$ cat src/rtl/pcit_pkg.sv
package pcit_pkg;
  typedef enum logic [1:0] {ST_IDLE, ST_DATA, ST_STOP, ST_SKIP} state_e;
  localparam logic [3:0] CMD_MEM_RD = 4'b0110;
  localparam logic [3:0] CMD_MEM_WR = 4'b0111;
endpackage

$ cat src/rtl/pcit_win_dec.sv
module pcit_win_dec #(
  parameter int NUM_WIN  = 2,
  parameter int WIN_BITS = 12,
  parameter logic [NUM_WIN-1:0][31:0] WIN_BASE = '0
) (
  input  logic [31:WIN_BITS] addr_i,
  output logic [NUM_WIN-1:0] hit_o
);
  for (genvar i = 0; i < NUM_WIN; i++) begin : g_win
    assign hit_o[i] = (addr_i == WIN_BASE[i][31:WIN_BITS]);
  end
endmodule

$ cat src/rtl/pcit_tmo.sv
module pcit_tmo #(
  parameter int TMO = 16,
  localparam int CW = $clog2(TMO + 1)
) (
  input  logic clk_i,
  input  logic rst_ni,
  input  logic wait_i,
  input  logic done_i,
  output logic expire_o
);
  logic [CW-1:0] cnt_q;

  assign expire_o = wait_i && !done_i && (cnt_q == CW'(TMO - 1));

  always_ff @(posedge clk_i or negedge rst_ni) begin
    if (!rst_ni)                 cnt_q <= '0;
    else if (!wait_i || done_i)  cnt_q <= '0;
    else if (!expire_o)          cnt_q <= cnt_q + 1'b1;
  end
endmodule

$ cat src/rtl/pcit_target.sv
module pcit_target
  import pcit_pkg::*;
#(
  parameter bit WIDE     = 1'b1,
  parameter int NUM_WIN  = 2,
  parameter int WIN_BITS = 12,
  parameter logic [NUM_WIN-1:0][31:0] WIN_BASE = {32'h0002_0000, 32'h0001_0000},
  parameter int TMO      = 16,
  parameter int DW       = WIDE ? 64 : 32
) (
  input  logic               clk_i,
  input  logic               rst_ni,
  input  logic               cyc_ni,
  input  logic               irdy_ni,
  input  logic               wreq_ni,
  input  logic [DW-1:0]      ad_i,
  input  logic [3:0]         cmd_i,
  output logic [DW-1:0]      ad_o,
  output logic               ad_oe_o,
  output logic               claim_no,
  output logic               tgt_rdy_no,
  output logic               tgt_stop_no,
  output logic               wack_no,
  output logic               loc_req_o,
  output logic               loc_we_o,
  output logic [31:0]        loc_addr_o,
  output logic [NUM_WIN-1:0] loc_win_o,
  output logic [DW-1:0]      loc_wdata_o,
  input  logic [DW-1:0]      loc_rdata_i,
  input  logic               loc_ack_i
);
  state_e               state_q;
  logic [31:0]          addr_q;
  logic                 we_q, wide_q, rdy_q;
  logic [NUM_WIN-1:0]   win_q, hit;
  logic [DW-1:0]        rdata_q;
  logic                 start, cmd_ok, xfer, expire, wide_req, claimed;
  logic [31:0]          step;

  pcit_win_dec #(.NUM_WIN(NUM_WIN), .WIN_BITS(WIN_BITS), .WIN_BASE(WIN_BASE)) u_dec (
    .addr_i (ad_i[31:WIN_BITS]),
    .hit_o  (hit)
  );

  if (WIDE) begin : g_wide
    assign wide_req = !wreq_ni;
    assign step     = wide_q ? 32'd8 : 32'd4;
  end else begin : g_narrow
    assign wide_req = 1'b0;
    assign step     = 32'd4;
  end

  assign start   = (state_q == ST_IDLE) && !cyc_ni;
  assign cmd_ok  = (cmd_i == CMD_MEM_RD) || (cmd_i == CMD_MEM_WR);
  assign xfer    = (state_q == ST_DATA) && rdy_q && !irdy_ni;
  assign claimed = (state_q == ST_DATA) || (state_q == ST_STOP);

  assign loc_req_o = (state_q == ST_DATA) && !rdy_q && (!we_q || !irdy_ni);

  pcit_tmo #(.TMO(TMO)) u_tmo (
    .clk_i    (clk_i),
    .rst_ni   (rst_ni),
    .wait_i   (loc_req_o),
    .done_i   (loc_ack_i),
    .expire_o (expire)
  );

  always_ff @(posedge clk_i or negedge rst_ni) begin
    if (!rst_ni) begin
      state_q <= ST_IDLE;
      addr_q  <= '0;
      we_q    <= 1'b0;
      wide_q  <= 1'b0;
      rdy_q   <= 1'b0;
      win_q   <= '0;
      rdata_q <= '0;
    end else begin
      unique case (state_q)
        ST_IDLE: if (start) begin
          rdy_q <= 1'b0;
          if (|hit && cmd_ok) begin
            state_q <= ST_DATA;
            addr_q  <= ad_i[31:0];
            we_q    <= (cmd_i == CMD_MEM_WR);
            wide_q  <= wide_req;
            win_q   <= hit;
          end else begin
            state_q <= ST_SKIP;
          end
        end
        ST_DATA: begin
          if (xfer) begin
            rdy_q <= 1'b0;
            if (cyc_ni) state_q <= ST_IDLE;
            else        addr_q  <= addr_q + step;
          end else if (loc_req_o && loc_ack_i) begin
            rdy_q <= 1'b1;
            if (!we_q) rdata_q <= loc_rdata_i;
          end else if (expire) begin
            state_q <= ST_STOP;
          end
        end
        ST_STOP: if (cyc_ni) state_q <= ST_SKIP;
        ST_SKIP: if (cyc_ni && irdy_ni) state_q <= ST_IDLE;
        default: state_q <= ST_IDLE;
      endcase
    end
  end

  assign claim_no    = !claimed;
  assign tgt_rdy_no  = !((state_q == ST_DATA) && rdy_q);
  assign tgt_stop_no = (state_q != ST_STOP);
  assign wack_no     = !(claimed && wide_q);
  assign ad_o        = rdata_q;
  assign ad_oe_o     = (state_q == ST_DATA) && !we_q;
  assign loc_we_o    = we_q;
  assign loc_addr_o  = addr_q;
  assign loc_win_o   = win_q;
  assign loc_wdata_o = ad_i;
endmodule

$ cat config.mk
export PLATFORM = sky130hd
export DESIGN_NAME = pcit_target
export DESIGN_NICKNAME = d
export VERILOG_FILES = /design/src/rtl/pcit_pkg.sv /design/src/rtl/pcit_win_dec.sv /design/src/rtl/pcit_tmo.sv /design/src/rtl/pcit_target.sv
export SDC_FILE = /design/constraint.sdc
export NUM_CORES = 1
export LEC_CHECK = 0
export BUFFER_PORTS_ARGS = -buffer_cell sky130_fd_sc_hd__buf_2
export CORE_AREA = 2 2 119 121
export CTS_CLUSTER_DIAMETER = 60
export CTS_CLUSTER_SIZE = 20
export DETAILED_ROUTE_END_ITERATION = 10
export DIE_AREA = 0 0 121 123
export GPL_ROUTABILITY_DRIVEN = 0
export GPL_TIMING_DRIVEN = 0
export HOLD_SLACK_MARGIN = 0.1
export PLACE_DENSITY = 0.87
export SLEW_MARGIN = 20
export SYNTH_ARGS = -nofsm -noshare
export SYNTH_HDL_FRONTEND = slang
export SYNTH_SLANG_ARGS = --single-unit
$ cat constraint.sdc
create_clock -name clk_i -period 5.3 [get_ports clk_i]
set_input_delay 0.53 -clock clk_i [delete_from_list [all_inputs] [get_ports clk_i]]
set_output_delay 0.53 -clock clk_i [all_outputs]
set_load 0.05 [all_outputs]
Word-level counts from Yosys, hierarchy flattened --
Index checks and enable logic that the tools add are counted.
Operators by class: add/sub/neg operators 2, equality and inequality tests 20, mux-type cells 21, bitwise operators 2, reductions and logical operators 34
Operators by type and width (count):
- $mux 32 | 4
- $pmux 32 s2 | 1
- $add 32x4->32 | 1
- $eq 20x5->1 const B | 1
- $eq 20x6->1 const B | 1
- $mux 2 | 8
- $logic_and 1x1->1 | 12
- $ne 2x2->1 const B | 6
- $logic_not 1->1 | 10
- $mux 5 | 2
- $ne 3x3->1 const B | 3
- $eq 4x3->1 const B | 2
- $pmux 2 s4 | 1
- $reduce_and 3->1 | 2
- $reduce_and 6->1 | 1
- $add 5x1->5 const B | 1
- $eq 5x4->1 const B | 1
- $reduce_and 5->1 | 1
- $eq 2x2->1 const B | 2
- $logic_or 1x1->1 | 4
- $mux 4 | 1
- $ne 2x1->1 const B | 2
- $reduce_and 4->1 | 1
- $mux 1 | 3
- other kinds (7) | 8
Word-level totals: flip-flop bits (word level) 108, input port bits 138, output and inout port bits 169, word-level logic and storage cells 87

Depth between registers and ports, before layout --
Gate-level depths: netlist of the first run.
depth in word-level cells 9, gate-level depth with buffers 9, gate-level depth less buffers 9

Modules after synthesis --
From an unflattened synthesis of the first run, not the netlist that was laid out.
Second synthesis, totals: cells, all modules 527, area total of the unflattened synthesis 5715.5 um^2
By module, submodules not included:
- pcit_target | times used 1, cells an instance 491, area an instance 5371.4 um^2, seq. area each 2577.5 um^2
- pcit_tmo | times used 1, cells an instance 26, area an instance 281.5 um^2, seq. area each 125.1 um^2
- pcit_win_dec | times used 1, cells an instance 10, area an instance 62.6 um^2, seq. area each 0.0 um^2

Worst setup path after synthesis of the first run --
OpenSTA, ideal clock, no wires.
path kind register to register, start point register state_q[1], end point register rdata_q[0] (netlist: ad_o[0]), library setup time 0.125 ns, data arrival time 2.580 ns, required time 5.175 ns, slack 2.595 ns, cell stages (with the launch flop) 10, buffers on the path 3, period minus slack after synthesis 2.705 ns, cell sequence dfrtp_1 > inv_1 > ha_1 > buf_2 > clkinv_1 > nor2_1 > and2_1 > buf_2 > buf_2 > mux2_2
On the way: longest elaborated chain between the ends 5, elaborated cells on any way between the ends 8, those cells by class eq/ne: 1; bitwise: 1; reduce/logical: 6
RTL lines:
- from (decl) | RTL line pcit_target.sv:32 | state_e state_q;
- from (signal assigned) | RTL line pcit_target.sv:70 | state_q <= ST_IDLE;
- from (signal assigned) | RTL line pcit_target.sv:82 | state_q <= ST_DATA;
- from (signal assigned) | RTL line pcit_target.sv:88 | state_q <= ST_SKIP;
- $eq 2x1->1 * | RTL line pcit_target.sv:55, pcit_target.sv:58, pcit_target.sv:78
- $logic_and 1x1->1, on equally long branches (2 in a row) | RTL line pcit_target.sv:58, pcit_target.sv:55
- $logic_and 1x1->1 or $not 1->1 (tied branches)
- $reduce_and 4->1 (no source line) *
- to (signal assigned) | RTL line pcit_target.sv:98 | if (!we_q) rdata_q <= loc_rdata_i;
- to (decl) | RTL line pcit_target.sv:36 | logic [DW-1:0] rdata_q;
Mark *: on every way between the ends. The rest lies on a longest branch, timed or not. A chain may end at the register's enable or synchronous reset.

Final worst setup path of the first run --
start point register state_q[1], end point output loc_req_o
On the way: longest elaborated chain between the ends 3
RTL lines:
- $eq 2x1->1 | RTL line pcit_target.sv:58 | assign loc_req_o = (state_q == ST_DATA) && !rdy_q && (!we_q || !irdy_ni);
- $logic_and 1x1->1 (2 in a row) | RTL line pcit_target.sv:58
- to (decl) | RTL line pcit_target.sv:24 | output logic loc_req_o,
No other way between the ends.

==> metrics.md, run 1 <==
| Metric | Value |
|---|---|
| RSZ-0062 raised after global routing | `no` |
| Worst min path class | `in2async` |
| Final Slew Violations | `0` |
| Die W | `about 120 um` |
| Clock tree buffer depth | `2` |
| Nets | `990` |
| CTS Sinks | `approximately 110` |
| Vias | `about 5,600` |
| Initial DRC count | `541` |
| Clock root cell | `clkbuf_16` |
| DRC violations left | `0` |
| Port bufs | `about 270` |
| PnR worst setup slack | `1.58 ns` |
| CTS tree | `done` |
| Final wirelength | `17,700 um` |
| Rel. slew slack | `roughly 56%` |
| Post-DR vias/cell | `5.41` |
| Post-synthesis async set-or-reset flop share | `100%` |
| Peak supply drop | `roughly 0.35 mV` |
| Worst Path Arrival | `around 3.2 ns` |
| Final setup TNS | `0 ns` |
| R2R depth | `9` |
| Commonest non-fill, non-tap cell in the layout | `buf_2` |
| Share of cells above drive strength 1 | `53.1%` |
| Die area | `14,900 um2` |
| Average routed wire per standard cell | `17.2 um` |
| Worst clock skew | `~0.011 ns` |
| Global-route wire length before repair | `26,700 um` |
| Final min period | `3.72 ns` |
| Fin. Hold Viols | `0` |
| Postcts setup bufs | `0` |
| Syn Nets | `about 700` |
| Starting Density | `a little over two fifths` |
| Setup slack, reg-to-reg | `about 2.5 ns` |
| Max Cap Violations | `0` |
| Reg-to-Reg Start | `wide_q$_DFFE_PN0P_` |
| Register area share after synthesis | `45.5%` |
| Initial antenna violation count | `1` |
| #FFs+latches synth | `approximately 110` |
| Synth-to-Final Area Change | `32.5%` |
| Clk Latency, worst-skew pair | `between 0.3 and 0.4 ns` |
| Mean Syn Cell Area | `10.7 um2` |
| Commonest non-fill, non-tap cells in the layout | `buf_2 (287), dfrtp_1 (108), buf_4 (67)` |
| Cell area after synthesis | `5950 um2` |
| Crit-path max FO | `10` |
| Worst Path Required | `4.77 ns` |
| Core area | `13,600 um2` |
| Worst-margin pin slew | `between 0.6 and 0.7 ns` |
| Resized Gates After CTS | `0` |
| Pin count of the biggest net entering global routing | `57` |
| Leak pwr | `~3.8 nW` |
| Final setup viols | `0` |
| Pwr per Cell Area | `663 nW/um2` |
| FP Rows | `43` |
| Worst setup path end | `loc_req_o` |
| Drt first pass iters | `6` |
| CTS hold repair buffers | `0` |
| R2r endpoint | `loc_addr_o[26]$_DFFE_PN0P_` |
| Crit Path Category | `reg2out` |
| Netlist cell types | `64` |
| CTS Buf Count | `9` |
| Die span in y | `about 120 um` |
| Total track usage | `a little under a quarter` |
| Critical path origin | `state_q[1]$_DFFE_PN0P_` |
| ANT nets after route | `0` |
| F_max | `269 MHz` |
| Status | `complete, no violations` |
| Synth warnings | `0` |
| IO Count | `307` |
| DP Wirelength | `13,700 um` |
| Clock transition at path regs | `0.07 ns` |
| Grt ovf | `0` |
| Pre-CTS worst setup slack | `1.98 ns` |
| EDFF count, synth | `0` |
| Primary FF master, synth | `dfrtp_1` |
| Setup crit end kind | `primary output` |
| Critical path launch point type | `register` |
| Instance count of the mapped netlist | `approximately 560` |
| Vias in the first global route | `5,101` |
| Period utilisation layout | `70.1%` |
| H-Tree Depth | `3` |
worst min path at each step:
stage	endpoint	slack [ns]	from	cells after the start
floorplan	ad_o[0]$_DFFE_PN0P_	0.23	rst_ni	0
global placement	loc_win_o[0]$_DFFE_PN0P_	0.45	loc_win_o[0]$_DFFE_PN0P_	1
detailed placement	loc_win_o[0]$_DFFE_PN0P_	0.46	loc_win_o[0]$_DFFE_PN0P_	1
CTS	loc_addr_o[25]$_DFFE_PN0P_	0.12	rst_ni	1
global route	loc_addr_o[25]$_DFFE_PN0P_	0.15	rst_ni	1
finish	loc_addr_o[25]$_DFFE_PN0P_	0.12	rst_ni	1
layout make-up:
cell class              instances  area, um2
inverters                      16       60.1
clock buffers                   9        225
clock inverters                 7       75.1
fillers                      1185       5730
flip-flops and latches        108       2700
diodes                          1       2.50
well taps                     180        225
multi-input cells             340       2560
repair buffers                275       1410
plain buffers                  92        622
where the power goes:
group	switching, W	internal, W	total [W]
combinational	0.00226	0.000873	0.00313
sequential	0.000246	0.00117	0.00141
clock	0.000344	0.000336	0.000680
total	0.00284	0.00238	0.00522
cell usage after synthesis (all sizes together) (14+ instances only):
library cell / count / area [um2]
nor2: 21 / 81.3
inv: 15 / 56.3
dfrtp: 108 / 2700
nand2: 27 / 104
mux2: 66 / 743
buf: 83 / 588
nand4: 15 / 109
nor4: 14 / 103
o21ai: 17 / 85.1
nand3: 17 / 85.1
a21oi: 17 / 85.1
flip-flops by register name, indices dropped and copies added (netlist names):
name         flops
rdy_q            1
u_tmo.cnt_q      5
loc_win_o        2
ad_o            64
state_q          2
loc_addr_o      32
loc_we_o         1
wide_q           1
critical path, cell delays in order, from the launching register on:
cell and delay [ns]:
dfrtp_1 0.41, inv_1 0.12, ha_1 0.15, buf_2 0.17
clkbuf_1 0.44, clkbuf_1 0.46, buf_1 0.53, and3_1 0.28
buf_2 0.27
through the flow:
stage / power [W] / cells / utilization [%] / hold slack (ns) / instance area [um2]
5_1_grt: 0.00549 / 1027 / 57.9 / 0.148 / 7880
3_3_place_gp: 0.00447 / 1010 / 55.4 / 0.455 / 7540
4_1_cts: 0.00523 / 1027 / 57.9 / 0.122 / 7880
2_1_floorplan: 0.00375 / 556 / - / 0.234 / 5950
3_5_place_dp: 0.00454 / 1011 / 55.7 / 0.465 / 7580
6_report: 0.00522 / 1028 / 57.9 / 0.119 / 7880
logic make-up (layout without fill, tap and decap cells):
| logic type | count (synthesis) | after routing | share of synthesized area, % |
|---|---|---|---|
| compound gates | 100 | 100 | 12.1 |
| mux | 69 | 69 | 13.0 |
| simple gates | 157 | 157 | 15.2 |
| flops | 108 | 108 | 45.5 |
| fa+ha+maj | 10 | 10 | 2.23 |
| other cells | 0 | 1 | 0 |
| buf+inv | 108 | 399 | 11.5 |
| xor+xnor | 4 | 4 | 0.589 |
per-layer routing:
metal | part of all wire, % | up-vias | GRT usage (%)
li1 | - | 2561 | -
met1 | 38 | 2631 | 29.0
met2 | 51 | 344 | 40.2
met3 | 9.6 | 22 | 4.24
met4 | 1.5 | 0 | 7.34
met5 | 0 | - | 0
(Power assumes the default switching activity.)
==> run 2: changes to the inputs <==
--- a/config.mk
+++ b/config.mk
@@ -5,16 +5,17 @@
 export SDC_FILE = /design/constraint.sdc
 export NUM_CORES = 1
 export LEC_CHECK = 0
+export ABC_AREA = 1
 export BUFFER_PORTS_ARGS = -buffer_cell sky130_fd_sc_hd__buf_2
-export CORE_AREA = 2 2 119 121
+export CORE_ASPECT_RATIO = 0.7
+export CORE_UTILIZATION = 47
 export CTS_CLUSTER_DIAMETER = 60
 export CTS_CLUSTER_SIZE = 20
 export DETAILED_ROUTE_END_ITERATION = 10
-export DIE_AREA = 0 0 121 123
 export GPL_ROUTABILITY_DRIVEN = 0
 export GPL_TIMING_DRIVEN = 0
 export HOLD_SLACK_MARGIN = 0.1
-export PLACE_DENSITY = 0.87
+export PLACE_DENSITY = 0.91
 export SLEW_MARGIN = 20
 export SYNTH_ARGS = -nofsm -noshare
 export SYNTH_HDL_FRONTEND = slang
==> constraint.sdc (replaced) <==
create_clock -name clk_i -period 3.8 [get_ports clk_i]
set_input_delay 0.38 -clock clk_i [delete_from_list [all_inputs] [get_ports clk_i]]
set_output_delay 0.38 -clock clk_i [all_outputs]
set_load 0.05 [all_outputs]
==> run 2 against run 1 <==
  * Clock power grew 40%
  * Area after synthesis is 5.4% higher
  * Register-to-register slack got worse by 1.6 ns
  * Critical path type is now reg2reg
  * Largest cell class is now multi-input gates
==> metrics.md, run 2 <==
| Metric | Value |
|---|---|
| Status | `complete, no violations` |
| Drt first pass iters | `5` |
| Core area | `~13,000 um2` |
| Yosys top cell area share | `43.1%` |
| Post-synth top cells | `nand2_1 (285), dfrtp_1 (108), nor2_1 (73), buf_4 (66), mux2_2 (60)` |
| Commonest non-fill, non-tap cells in the layout | `nand2_1 (285), buf_2 (276), dfrtp_1 (108)` |
| Finished Layout Cells | `around 1,200` |
| Fin. Hold Viols | `0` |
| Smallest hold slack | `0.227 ns` |
| Total track usage | `26.3%` |
| FP Rows | `34` |
| Primary FF master, synth | `dfrtp_1` |
| Period utilisation layout | `75.8%` |
| Final Slew Violations | `0` |
| CTS Buf Count | `9` |
| CTS hold repair buffers | `1` |
| Initial antenna violation count | `0` |
| Postcts setup bufs | `0` |
| Max Cap Violations | `0` |
| Leak pwr | `4.75 nW` |
| Worst Path Required | `4.09 ns` |
| Die area | `~14,000 um2` |
| Resized Gates After CTS | `0` |
| DP Wirelength | `14,900 um` |
| CTS Sinks | `108` |
| Slowest CP cell | `fa_1` |
| Port bufs | `274` |
| CP dominant cell by count | `inv_1` |
| Peak supply drop | `0.587 mV` |
| Synth area leaders | `dfrtp_1 (43%), nand2_1 (17%), mux2_2 (11%), buf_4 (7.9%), nor2_1 (4.4%)` |
| Critical path launch point type | `register` |
| Nets | `1,196` |
| Average routed wire per standard cell | `roughly 15 um` |
| IO Count | `307` |
| EDFF count, synth | `0` |
| Final min period | `2.88 ns` |
| Crit Path Category | `reg2reg` |
| Netlist cell types | `33` |
| ANT nets after route | `0` |
| Leading area contributor after synthesis | `dfrtp_1` |
| Vias in the first global route | `5,399` |
| Grt ovf | `0` |
| H-Tree Depth | `3` |
| Die W | `140 um` |
| Synth warnings | `0` |
| Post-synthesis async set-or-reset flop share | `100%` |
| Setup slack, reg-to-reg | `0.92 ns` |
| Crit-path max FO | `6` |
| Commonest non-fill, non-tap cell in the layout | `nand2_1` |
| Initial DRC count | `between 500 and 600` |
| Synth-to-Final Area Change | `30.6%` |
| Worst min path class | `in2reg` |
| Worst-margin pin slew | `0.720 ns` |
| DRC violations left | `0` |
| Final setup viols | `0` |
| Clock tree buffer depth | `2` |
| Post-DR vias/cell | `5.07` |
| Dpl cells | `1,198` |
| Mean Syn Cell Area | `8.23 um2` |
| Final wirelength | `18,500 um` |
| Setup crit end kind | `register` |
| Starting Density | `49.3%` |
| Clock root cell | `clkbuf_16` |
| Syn Nets | `909` |
| Die span in y | `98.6 um` |
| Clk Latency, worst-skew pair | `~0.34 ns` |
| Cell area after synthesis | `6260 um2` |
| Instance count of the mapped netlist | `761` |
| CTS tree | `done` |
| CP cell instances | `inv_1, ha_1, inv_1, fa_1, inv_1, nand3_1, inv_1, nand2_1, inv_1, nor2_1, nand3b_1, nand2_1, nand3_1, nand2_1` |
| Global-route wire length before repair | `about 28,000 um` |
| #FFs+latches synth | `about 110` |
| Vias | `6,164` |
| Register area share after synthesis | `a little over two fifths` |
| Rel. slew slack | `51.9%` |
| Most common cell in the synthesized netlist | `nand2_1` |
| Pin count of the biggest net entering global routing | `63` |
| RSZ-0062 raised after global routing | `no` |
| Share of cells above drive strength 1 | `41.3%` |
| Worst clock skew | `approximately 0.0075 ns` |
| Worst Path Arrival | `about 3.2 ns` |
| Final setup TNS | `0 ns` |
| Max reg flops | `64` |
| Pwr per Cell Area | `569 nW/um2` |
| Slowest stage delay, CP | `0.50 ns` |
| F_max | `about 350 MHz` |
| Diodes inserted | `0` |
| Clock transition at path regs | `roughly 0.080 ns` |
-- run 2: changes by cell type in the layout (fill, tap and decap cells not counted), moves of 12 or more --
cell	before	now
a21oi_1	17	4
and3_1	12	0
nor4_1	13	0
nand3_1	17	35
inv_1	15	43
nor2_1	20	73
nand2_1	26	285
-- run 2: routing by layer --
layer,vias up,routed length [um],GRT usage (%)
li1,2927,-,-
met1,2887,7870,37.3
met3,18,2010,6.90
met4,0,170,3.80
met5,-,0,0
met2,332,8470,41.2
-- run 2: worst max-delay path: cells and delay by family, from the launching register on --
family                   cells  cell delay [ns]
buffers and inverters        5             0.84
AND/OR/NAND/NOR              7             0.83
adder cells (fa/ha/maj)      2             0.72
flip-flops                   1             0.43
-- run 2: final cells by class --
type | count | area (um2)
Fill cell | 1104 | 4540
Multi-Input combinational cell | 524 | 2760
Sequential cell | 108 | 2700
Timing Repair Buffer | 276 | 1420
Buffer | 85 | 638
Clock buffer | 10 | 239
Tap cell | 162 | 203
Inverter | 44 | 165
Clock inverter | 6 | 62.6
-- run 2: worst paths after layout --
path	from	endpoint	cells past startpoint
hold reg to reg	ad_o[5]$_DFFE_PN0P_	ad_o[5]$_DFFE_PN0P_	1
hold / removal	wreq_ni	wide_q$_DFFE_PN0P_	2
setup reg to reg	wide_q$_DFFE_PN0P_	loc_addr_o[10]$_DFFE_PN0P_	14
max in group asynchronous	rst_ni	ad_o[41]$_DFFE_PN0P_	3
min in group asynchronous	rst_ni	loc_addr_o[7]$_DFFE_PN0P_	2
setup / recovery	wide_q$_DFFE_PN0P_	loc_addr_o[10]$_DFFE_PN0P_	14
-- run 2: where the power goes --
| part | switching [W] | total, W | internal (W) |
|---|---|---|---|
| registers | 0.000252 | 0.00156 | 0.00131 |
| logic | 0.00156 | 0.00214 | 0.000585 |
| clock network | 0.000468 | 0.000952 | 0.000484 |
| total | 0.00228 | 0.00465 | 0.00238 |
-- run 2: stage by stage --
step                      area (um2)  power, W  setup WS, ns  util [%]
after floorplan                 6260   0.00306          1.43         -
after global placement          7840   0.00361          1.14      61.6
after detailed placement        7870   0.00367          1.09      61.9
after CTS                       8180   0.00463          1.07      64.3
after global routing            8180   0.00490         0.820      64.3
final                           8180   0.00465         0.921      64.3
-- run 2: kinds of logic after synthesis --
logic type / after synthesis / share of synthesized area, %
AOI/OAI and AO/OA: 29 / 2.82
DFF: 108 / 43.1
xor gates and xnor gates: 3 / 0.419
adders and majority gates: 10 / 2.12
buffers and inverters: 129 / 12.8
muxes: 64 / 11.5
and+or+nand+nor: 418 / 27.2
